`config.mk`:
```
export PLATFORM = sky130hd
export DESIGN_NAME = frac_clk_div
export DESIGN_NICKNAME = d
export VERILOG_FILES = /design/src/rtl/fcd_pkg.sv /design/src/rtl/fcd_src_select.sv /design/src/rtl/fcd_pattern_walker.sv /design/src/rtl/fcd_period_gen.sv /design/src/rtl/frac_clk_div.sv
export SDC_FILE = /design/constraint.sdc
export NUM_CORES = 1
export LEC_CHECK = 0
export BUFFER_PORTS_ARGS = -buffer_cell sky130_fd_sc_hd__buf_2
export CAP_MARGIN = 20
export CORE_ASPECT_RATIO = 1.75
export CORE_MARGIN = 2
export CORE_UTILIZATION = 28
export DETAILED_ROUTE_END_ITERATION = 7
export PLACE_DENSITY = 0.47
export SYNTH_ARGS = -nofsm -noshare
export SYNTH_HDL_FRONTEND = slang
export SYNTH_HIERARCHICAL = 1
export SYNTH_SLANG_ARGS = --single-unit
```
`constraint.sdc`:
```
create_clock -name clk_i -period 11.7 [get_ports clk_i]
set_input_delay 0 -clock clk_i [delete_from_list [all_inputs] [get_ports clk_i]]
set_output_delay 0 -clock clk_i [all_outputs]
set_load 0.005 [all_outputs]
```
`src/rtl/fcd_pkg.sv`:
```
package fcd_pkg;

    localparam int unsigned DEF_INT_W  = 12;
    localparam int unsigned DEF_FRAC_W = 16;

    typedef enum logic {
        PH_IDLE = 1'b0,
        PH_RUN  = 1'b1
    } phase_e;

endpackage

```
`src/rtl/fcd_src_select.sv`:
```
module fcd_src_select (
    input  logic sel_i,
    input  logic ce_a_i,
    input  logic ce_b_i,
    output logic ce_o
);

    // sel_i high takes the undivided reference strobe
    always_comb begin
        ce_o = sel_i ? ce_a_i : ce_b_i;
    end

endmodule

```
`src/rtl/fcd_pattern_walker.sv`:
```
module fcd_pattern_walker #(
    parameter int unsigned FRAC_W = fcd_pkg::DEF_FRAC_W,
    localparam int unsigned IDX_W = (FRAC_W > 1) ? $clog2(FRAC_W) : 1
) (
    input  logic              clk_i,
    input  logic              rst_ni,
    input  logic              ce_i,
    input  logic              en_i,
    input  logic [FRAC_W-1:0] pat_i,
    input  logic              load_i,
    input  logic              first_i,
    output logic              bit_o
);

    typedef struct packed {
        logic [IDX_W-1:0] idx;
    } walk_t;

    walk_t            walk_d, walk_q;
    logic [IDX_W-1:0] top_idx;
    logic [IDX_W-1:0] sel_idx;

    // Position of the highest set bit. A zero pattern gives index 0 with a
    // zero bit, so no period is stretched.
    always_comb begin
        top_idx = '0;
        for (int i = 0; i < int'(FRAC_W); i++) begin
            if (pat_i[i]) begin
                top_idx = IDX_W'(i);
            end
        end
    end

    // Index that the period starting now uses
    always_comb begin
        if (first_i || (walk_q.idx == '0)) begin
            sel_idx = top_idx;
        end else begin
            sel_idx = walk_q.idx - IDX_W'(1);
        end
        bit_o = pat_i[sel_idx];
    end

    always_comb begin
        walk_d = walk_q;
        if (ce_i && !en_i) begin
            walk_d.idx = top_idx;
        end else if (load_i) begin
            walk_d.idx = sel_idx;
        end
    end

    always_ff @(posedge clk_i or negedge rst_ni) begin
        if (!rst_ni) begin
            walk_q <= '0;
        end else begin
            walk_q <= walk_d;
        end
    end

    // a continuing period steps the index down by one
    assert_index_steps_down_R4: assert property (@(posedge clk_i) disable iff (!rst_ni)
        (load_i && !first_i && (walk_q.idx != '0)) |=> (walk_q.idx == $past(walk_q.idx) - IDX_W'(1)));

    // a fresh start always begins at the highest set bit
    assert_restart_at_top_R8: assert property (@(posedge clk_i) disable iff (!rst_ni)
        (load_i && first_i) |=> (walk_q.idx == $past(top_idx)));

endmodule

```
`src/rtl/fcd_period_gen.sv`:
```
module fcd_period_gen #(
    parameter int unsigned INT_W = fcd_pkg::DEF_INT_W,
    localparam int unsigned LEN_W = INT_W + 1
) (
    input  logic             clk_i,
    input  logic             rst_ni,
    input  logic             ce_i,
    input  logic             en_i,
    input  logic [INT_W-1:0] div_i,
    input  logic             bit_i,
    output logic             load_o,
    output logic             first_o,
    output logic             clk_o,
    output logic             tick_o
);

    import fcd_pkg::*;

    typedef struct packed {
        phase_e           ph;
        logic [LEN_W-1:0] cnt;
        logic [LEN_W-1:0] len;
        logic             clk;
        logic             tick;
    } per_t;

    per_t             per_d, per_q;
    logic [LEN_W-1:0] div_eff;
    logic             at_last;

    always_comb begin
        if (div_i < INT_W'(2)) begin
            div_eff = LEN_W'(2);
        end else begin
            div_eff = {1'b0, div_i};
        end
    end

    always_comb begin
        at_last = (per_q.ph == PH_RUN) && (per_q.cnt == per_q.len - LEN_W'(1));
    end

    always_comb begin
        per_d   = per_q;
        load_o  = 1'b0;
        first_o = 1'b0;
        if (ce_i) begin
            if (!en_i) begin
                per_d.ph  = PH_IDLE;
                per_d.cnt = '0;
                per_d.len = '0;
            end else if ((per_q.ph == PH_IDLE) || at_last) begin
                load_o    = 1'b1;
                first_o   = (per_q.ph == PH_IDLE);
                per_d.ph  = PH_RUN;
                per_d.cnt = '0;
                per_d.len = div_eff + LEN_W'(bit_i);
            end else begin
                per_d.cnt = per_q.cnt + LEN_W'(1);
            end
            per_d.clk  = (per_d.ph == PH_RUN) && (per_d.cnt < (per_d.len >> 1));
            per_d.tick = (per_d.ph == PH_RUN) && (per_d.cnt == per_d.len - LEN_W'(1));
        end
    end

    always_ff @(posedge clk_i or negedge rst_ni) begin
        if (!rst_ni) begin
            per_q <= '0;
        end else begin
            per_q <= per_d;
        end
    end

    always_comb begin
        clk_o  = per_q.clk;
        tick_o = per_q.tick;
    end

    // without a source cycle nothing moves
    assert_hold_without_source_R1: assert property (@(posedge clk_i) disable iff (!rst_ni)
        !ce_i |=> $stable(per_q));

    // a disabled source cycle silences both outputs
    assert_disable_quiet_R8: assert property (@(posedge clk_i) disable iff (!rst_ni)
        (ce_i && !en_i) |=> (!clk_o && !tick_o));

    // a running period is never shorter than two cycles
    assert_min_length_R3: assert property (@(posedge clk_i) disable iff (!rst_ni)
        (per_q.ph == PH_RUN) |-> (per_q.len >= LEN_W'(2)));

    // the tick falls in the low phase of the output
    assert_tick_in_low_phase_R7: assert property (@(posedge clk_i) disable iff (!rst_ni)
        tick_o |-> !clk_o);

    // the position stays inside the period
    assert_count_in_range_R2: assert property (@(posedge clk_i) disable iff (!rst_ni)
        (per_q.ph == PH_RUN) |-> (per_q.cnt < per_q.len));

endmodule

```
`src/rtl/frac_clk_div.sv`:
```
module frac_clk_div #(
    parameter int unsigned INT_W  = fcd_pkg::DEF_INT_W,
    parameter int unsigned FRAC_W = fcd_pkg::DEF_FRAC_W
) (
    input  logic              clk_i,
    input  logic              rst_ni,
    input  logic              ref_div1_ce_i,
    input  logic              ref_divn_ce_i,
    input  logic              src_sel_i,
    input  logic              en_i,
    input  logic [INT_W-1:0]  int_div_i,
    input  logic [FRAC_W-1:0] frac_pat_i,
    output logic              clk_o,
    output logic              tick_o
);

    logic src_ce;
    logic load;
    logic first;
    logic stretch;

    fcd_src_select u_src_select (
        .sel_i  (src_sel_i),
        .ce_a_i (ref_div1_ce_i),
        .ce_b_i (ref_divn_ce_i),
        .ce_o   (src_ce)
    );

    fcd_pattern_walker #(
        .FRAC_W (FRAC_W)
    ) u_walker (
        .clk_i   (clk_i),
        .rst_ni  (rst_ni),
        .ce_i    (src_ce),
        .en_i    (en_i),
        .pat_i   (frac_pat_i),
        .load_i  (load),
        .first_i (first),
        .bit_o   (stretch)
    );

    fcd_period_gen #(
        .INT_W (INT_W)
    ) u_period (
        .clk_i   (clk_i),
        .rst_ni  (rst_ni),
        .ce_i    (src_ce),
        .en_i    (en_i),
        .div_i   (int_div_i),
        .bit_i   (stretch),
        .load_o  (load),
        .first_o (first),
        .clk_o   (clk_o),
        .tick_o  (tick_o)
    );

endmodule

```
==> flow_summary_export.csv, run 1 <==
group,metric,value,unit
timing,timing.hold.ws,0.228,ns
routing,wl,14300,µm
floorplan,coreArea,13900,µm²
worst_setup_path,critPathRequiredTime,11.86,ns
yosys,ys_warn_count,6,
floorplan,floorplan.initialDensity,0.286,
routing,wl_per_cell,20.3,µm
grt,grt_pass1_vias,4107,
power,vdd_ir_drop_max,0.0756,mV
timing,tns,0,ns
power,fin_total_pwr,0.000949,W
grt,antenna_found_initial,0,
final_layout,finalNetCount,579,
final_layout,fill_cells,1515,
yosys,synth_top_area_share,0.207,
timing,slew_headroom,0.327,
outcome,status,"finished, final reports clean",
routing,drtIter0Drc,208,
yosys,syn-num-nets,562,
final_layout,multi_input_area,2960,µm²
yosys,synth_seq_cells,33,
worst_setup_path,critPathKind,"reg2reg",
final_layout,layout-drive-gt1-share,0.153,
timing,max_freq,0.175,GHz
yosys,avgSynthCellArea,7.79,µm²
placed_design,placed_cell_area,4260,µm²
grt,grt_overflow,0,
floorplan,die_h,162,µm
grt,grt_pass1_wl,22400,µm
routing,dr.pass1.iters,4,
floorplan,ios,36,
timing,setup_violations,0,
worst_hold_path,hp-class,"in2reg",
yosys,synth_common_cells,"nand2_1 (63), nor2_1 (49), xnor2_1 (36), dfrtp_1 (33), o21ai_0 (33)",
grt,grt_max_degree,34,
worst_setup_path,arrival,5.87,ns
timing,fin_crit,5.71,ns
power,powerDensity,215,nW/µm²
clocking,cts_resized,0,
clocking,cts_tree,"built",
routing,via_per_inst,5.67,
power,combPwrFrac,0.655,
power,p_sw_frac,0.509,
yosys,synth.cell_area,3980,µm²
power,p_leak,1.84,nW
yosys,syn_inst,511,
final_layout,antenna-diode-count,0,
timing,rsz0062_at_grt,"false",
placed_design,hpwl,11700,µm
clocking,clk_path_buf_depth,2,
worst_setup_path,crit_path_end_kind,"flop",
timing,finalHoldViolations,0,
worst_setup_path,cp_max_fo,7,
yosys,yosys.area.top_type,"dfrtp_1",
yosys,ys_seq_area_frac,0.207,
power,p_switching,0.000483,W
clocking,insertion_delay,0.28,ns
clocking,h-tree-depth,2,
yosys,synth_cell_types,71,
yosys,async_flop_share,1.00,
clocking,cts_sinks,33,
timing,worst_pin_slew,1.01,ns
routing,drc,0,
placed_design,gp_congestion,0.920,
placed_design,io_buffers,35,
floorplan,rows,57,
final_layout,area_growth_syn_to_layout,10.8,%
yosys,synthFlopType,"dfrtp_1",
clocking,cts_buffers,5,
routing,num_vias,3994,
clocking,postCtsHoldBufs,1,
timing,report.final.slew_viol_count,0,
floorplan,die_w,94.2,µm
yosys,synth-edff-count,0,
yosys,synthTopCellsByArea,"dfrtp_1 (21%), xnor2_1 (7.9%), nand2_1 (5.9%)",
grt,track_usage,0.194,
clocking,cts_setup_buffers,0,
final_layout,postLayoutCellArea,4410,µm²
final_layout,register_area,826,µm²
clocking,clkTransAtPathRegs,0.05,ns
clocking,cts_root_buffer,"clkbuf_16",
power,p_int,0.000466,W
routing,ant_nets,0,
power,clkPwrFrac,0.139,
timing,fin_crit_sh,0.488,
power,power_frac_seq,0.207,
worst_setup_path,startpoint_type,"flop",
yosys,yosysMostFrequentCell,"nand2_1",
floorplan,dieArea,15200,µm²
timing,finClkSkew,0.00900,ns
run,maxCapViolations,0,
[layout by cell type (no fill, tap or decap), drive strengths merged, types with 7 or more instances in the layout]
| cell | n |
|---|---|
| nor3 | 13 |
| and3 | 8 |
| dfrtp | 33 |
| nand2 | 63 |
| or3 | 7 |
| a211oi | 8 |
| ha | 17 |
| buf | 36 |
| mux2i | 13 |
| nand3 | 21 |
| a21oi | 16 |
| mux2 | 14 |
| nor2 | 51 |
| xor2 | 19 |
| nor2b | 7 |
| nand4 | 10 |
| o21ai | 34 |
| nor4 | 8 |
| inv | 17 |
| xnor2 | 36 |
| o211ai | 17 |
[power groups by stage]
| stage | logic (W) | clock network [W] | registers, W |
|---|---|---|---|
| global placement | 0.000608 | 0 | 0.000197 |
| floorplan | 0.000494 | 0 | 0.000160 |
| finish | 0.000621 | 0.000132 | 0.000196 |
| detailed placement | 0.000612 | 0 | 0.000197 |
| CTS | 0.000615 | 0.000135 | 0.000195 |
| global route | 0.000680 | 0.000141 | 0.000200 |
[per-layer routing]
metal,up-vias,wire length (µm),part of all wire,global-route usage
li1,1896,-,-,-
met5,-,0,0,0
met2,136,7790,0.55,0.358
met1,1922,5170,0.36,0.201
met4,0,925,0.065,0.126
met3,40,391,0.027,0.0213
[stage by stage]
step                      cells  setup slack, ns   util
after floorplan             511             7.05      -
after global placement      697             6.11  0.306
after detailed placement    697             5.95  0.306
after CTS                   705             6.04  0.317
after global routing        705             5.73  0.317
final                       705             5.99  0.317
[state kept, by name, summed over array words and instances (netlist names)]
name             cells
u_period/tick_o      1
u_period/clk_o       1
u_period/per_q      27
u_walker/walk_q      4
[worst paths after layout]
kind	slack, ns	cells after the start	to	startpoint
worst min-delay path	0.23	4	u_walker/walk_q[1]$_DFFE_PN0P_	frac_pat_i[4]
worst max-delay path	5.99	22	u_period/clk_o$_DFFE_PN0P_	u_walker/walk_q[0]$_DFFE_PN0P_
min in group asynchronous	0.36	2	u_period/per_q[3]$_DFFE_PN0P_	rst_ni
worst min register to register	0.51	2	u_period/tick_o$_DFFE_PN0P_	u_period/tick_o$_DFFE_PN0P_
max in group asynchronous	10.84	2	u_period/per_q[5]$_DFFE_PN0P_	rst_ni
worst max register to register	5.99	22	u_period/clk_o$_DFFE_PN0P_	u_walker/walk_q[0]$_DFFE_PN0P_
[cell type report]
class / count / share of cell area
Timing Repair Buffer: 37 / 0.0437
Multi-Input combinational cell: 434 / 0.671
Clock buffer: 6 / 0.0315
Sequential cell: 33 / 0.187
Clock inverter: 1 / 0.00170
Inverter: 17 / 0.0145
Tap cell: 177 / 0.0502
[critical path, cell delays in order (launching register included)]
cell,delay [ns]
dfrtp_1,0.43
inv_1,0.09
ha_1,0.22
nor3b_2,0.17
nor2_1,0.47
and2_1,0.30
or2_1,0.25
mux2i_1,0.26
a2111oi_0,0.13
or4_1,0.53
ha_1,0.28
ha_1,0.25
xor2_1,0.31
nand2_1,0.15
inv_1,0.10
o2111ai_1,0.23
o21ai_0,0.26
inv_1,0.09
ha_1,0.29
a211oi_1,0.06
o21ai_0,0.35
a21oi_1,0.11
a221o_1,0.27
[cells by family after synthesis]
family | share of synthesized area
simple gates | 0.276
mux | 0.0732
buf+inv | 0.0490
fa+ha+maj | 0.0534
xor+xnor | 0.121
compound gates | 0.220
flops | 0.207
Note: power is estimated with default switching activity, not from simulation.
==> run 2, diff against run 1 <==
--- a/config.mk
+++ b/config.mk
@@ -5,6 +5,7 @@
 export SDC_FILE = /design/constraint.sdc
 export NUM_CORES = 1
 export LEC_CHECK = 0
+export ABC_AREA = 1
 export BUFFER_PORTS_ARGS = -buffer_cell sky130_fd_sc_hd__buf_2
 export CAP_MARGIN = 20
 export CORE_ASPECT_RATIO = 1.75
==> constraint.sdc (replaced) <==
create_clock -name clk_i -period 5.9 [get_ports clk_i]
set_input_delay 0 -clock clk_i [delete_from_list [all_inputs] [get_ports clk_i]]
set_output_delay 0 -clock clk_i [all_outputs]
set_load 0.005 [all_outputs]
==> flow_summary_export.csv, run 2 <==
group,metric,value,unit
routing,num_vias,4346,
yosys,synth_top_area_share,0.202,
power,fin_total_pwr,0.00123,W
routing,drtIter0Drc,220,
timing,finalHoldViolations,0,
clocking,postCtsHoldBufs,1,
worst_setup_path,critPathRequiredTime,6.12,ns
yosys,yosys.area.top_type,"dfrtp_1",
clocking,cts_setup_buffers,0,
power,combPwrFrac,0.520,
grt,grt_overflow,0,
placed_design,hpwl,11300,µm
clocking,cts_tree,"built",
yosys,synth.cell_area,4090,µm²
worst_hold_path,hp-start,"en_i",
final_layout,layout-drive-gt1-share,0.149,
placed_design,dp.cells,866,
grt,grt_pass1_wl,21900,µm
yosys,synth_cell_types,44,
yosys,synth-edff-count,0,
grt,top_usage_layer,"met2",
timing,slew_headroom,0.468,
outcome,status,"finished, final reports clean",
timing,fin_crit,4.57,ns
clocking,clk_path_buf_depth,2,
timing,finClkSkew,0.00611,ns
timing,fin_crit_sh,0.775,
yosys,synth_seq_cells,33,
power,p_leak,2.42,nW
floorplan,rows,58,
timing,rsz0062_at_grt,"false",
power,p_switching,0.000547,W
grt,grt_max_degree,40,
placed_design,gp_congestion,0.853,
routing,via_per_inst,4.96,
yosys,syn-num-nets,714,
worst_setup_path,arrival,4.79,ns
floorplan,floorplan.initialDensity,0.285,
yosys,synthFlopType,"dfrtp_1",
grt,grt.met3_usage,0.0170,
yosys,ys_seq_area_frac,0.202,
placed_design,placed_cell_area,4440,µm²
yosys,yosysMostFrequentCell,"nand2_1",
clocking,insertion_delay,0.28,ns
grt,gr-usage-met2,0.342,
routing,drc,0,
final_layout,finalNetCount,746,
worst_setup_path,startpoint,"u_walker/walk_q[0]$_DFFE_PN0P_",
yosys,async_flop_share,1.00,
worst_setup_path,crit_top_cell,"nand2_1",
run,maxCapViolations,0,
timing,setup_violations,0,
clocking,h-tree-depth,2,
routing,dr.pass1.iters,5,
floorplan,coreArea,14400,µm²
yosys,synthTopCellsByArea,"dfrtp_1 (20%), nand2_1 (18%), nand3_1 (9.9%)",
timing,tns,0,ns
placed_design,io_buffers,35,
yosys,avgSynthCellArea,6.17,µm²
worst_hold_path,whs_path_depth,3,
final_layout,mostFrequentLayoutCells,"nand2_1 (201), inv_1 (91), nand3_1 (81)",
yosys,syn_inst,663,
floorplan,dieArea,15600,µm²
grt,grt_use_met1,0.190,
yosys,synth_common_cells,"nand2_1 (201), inv_1 (91), nand3_1 (81), nor2_1 (53), o21ai_0 (34)",
final_layout,final_cells,876,
power,vdd_ir_drop_max,0.109,mV
timing,report.final.slew_viol_count,0,
final_layout,antenna-diode-count,0,
worst_setup_path,critPathKind,"reg2reg",
final_layout,area_growth_syn_to_layout,13.7,%
worst_setup_path,slowest_stage,"dfrtp_1",
worst_setup_path,cp_max_fo,9,
worst_setup_path,reg2reg_depth,29,
power,p_int,0.000681,W
clocking,clkTransAtPathRegs,0.06,ns
power,p_sw_frac,0.445,
floorplan,die_w,95.4,µm
power,power_frac_seq,0.228,
worst_setup_path,startpoint_type,"flop",
final_layout,top_regs,"u_period/per_q (27), u_walker/walk_q (4)",
final_layout,layout_commonest_cell,"nand2_1",
timing,worst_pin_slew,0.797,ns
routing,wl,13400,µm
routing,ant_nets,0,
final_layout,regMostFlops,"u_period/per_q",
worst_hold_path,hp-class,"in2reg",
final_layout,largest_reg_flops,27,
floorplan,die_h,164,µm
worst_setup_path,crit_path_end_kind,"flop",
worst_hold_path,min_to,"u_period/per_q[28]$_DFFE_PN0P_",
final_layout,utilization,0.324,
power,powerDensity,264,nW/µm²
grt,track_usage,0.182,
clocking,cts_root_buffer,"clkbuf_16",
floorplan,ios,36,
power,clkPwrFrac,0.252,
final_layout,postLayoutCellArea,4650,µm²
worst_setup_path,max_stage_delay,0.39,ns
grt,grt_pass1_vias,4406,
clocking,cts_buffers,5,
clocking,cts_sinks,33,
timing,max_freq,0.219,GHz
worst_setup_path,r2r-end,"u_period/clk_o$_DFFE_PN0P_",
worst_setup_path,r2r_slack,1.33,ns
routing,wl_per_cell,15.4,µm
worst_setup_path,r2r-start,"u_walker/walk_q[0]$_DFFE_PN0P_",
grt,antenna_found_initial,0,
clocking,cts_resized,0,
yosys,ys_warn_count,6,
## run 2: worst max-delay path by stage
stage	endpoint	depth (start not counted)
after floorplan	u_period/clk_o$_DFFE_PN0P_	31
after detailed placement	u_period/clk_o$_DFFE_PN0P_	34
after global placement	u_period/clk_o$_DFFE_PN0P_	29
after global routing	u_period/clk_o$_DFFE_PN0P_	29
final	u_period/clk_o$_DFFE_PN0P_	29
after CTS	u_period/clk_o$_DFFE_PN0P_	29
## run 2: final cells by class
cell class	instances	area, µm²
tap	180	225
clock inverter	2	37.5
fill	1644	9720
multi-input combinational	510	2730
clock buffer	6	139
sequential	33	826
inverter	105	463
timing repair buffer	40	235
## run 2: per-layer routing
layer  vias up  part of all wire
met5         -                 0
met4         0             0.059
met3        39             0.029
met2       114              0.53
met1      1991              0.38
li1       2202                 -
## run 2: cells by family after synthesis
family                   share of synthesized area
AO/OA/AOI/OAI                               0.0951
XOR/XNOR                                    0.0449
buffers and inverters                        0.132
AND/OR/NAND/NOR                              0.474
flip-flops                                   0.202
adder cells (fa/ha/maj)                     0.0520
## run 2: worst max-delay path, delay by kind of cell, from the launching register on
| kind | cells | cell delay, ns |
|---|---|---|
| compound gates | 3 | 0.74 |
| xor+xnor | 1 | 0.11 |
| fa+ha+maj | 4 | 0.87 |
| buf+inv | 3 | 0.29 |
| simple gates | 18 | 2.09 |
| flops | 1 | 0.39 |
## run 2: power groups by stage
stage	Combinational (W)	Sequential, W	Clock (W)
after global routing	0.000721	0.000283	0.000328
after CTS	0.000640	0.000279	0.000318
after detailed placement	0.000637	0.000283	0
final	0.000639	0.000279	0.000309
after floorplan	0.000475	0.000274	0
after global placement	0.000632	0.000283	0
## run 2: stage by stage
stage	setup slack (ns)	hold WS, ns
global placement	1.47	0.124
floorplan	1.66	-0.296
detailed placement	1.32	0.125
finish	1.33	0.104
global route	0.762	0.152
CTS	1.30	0.121
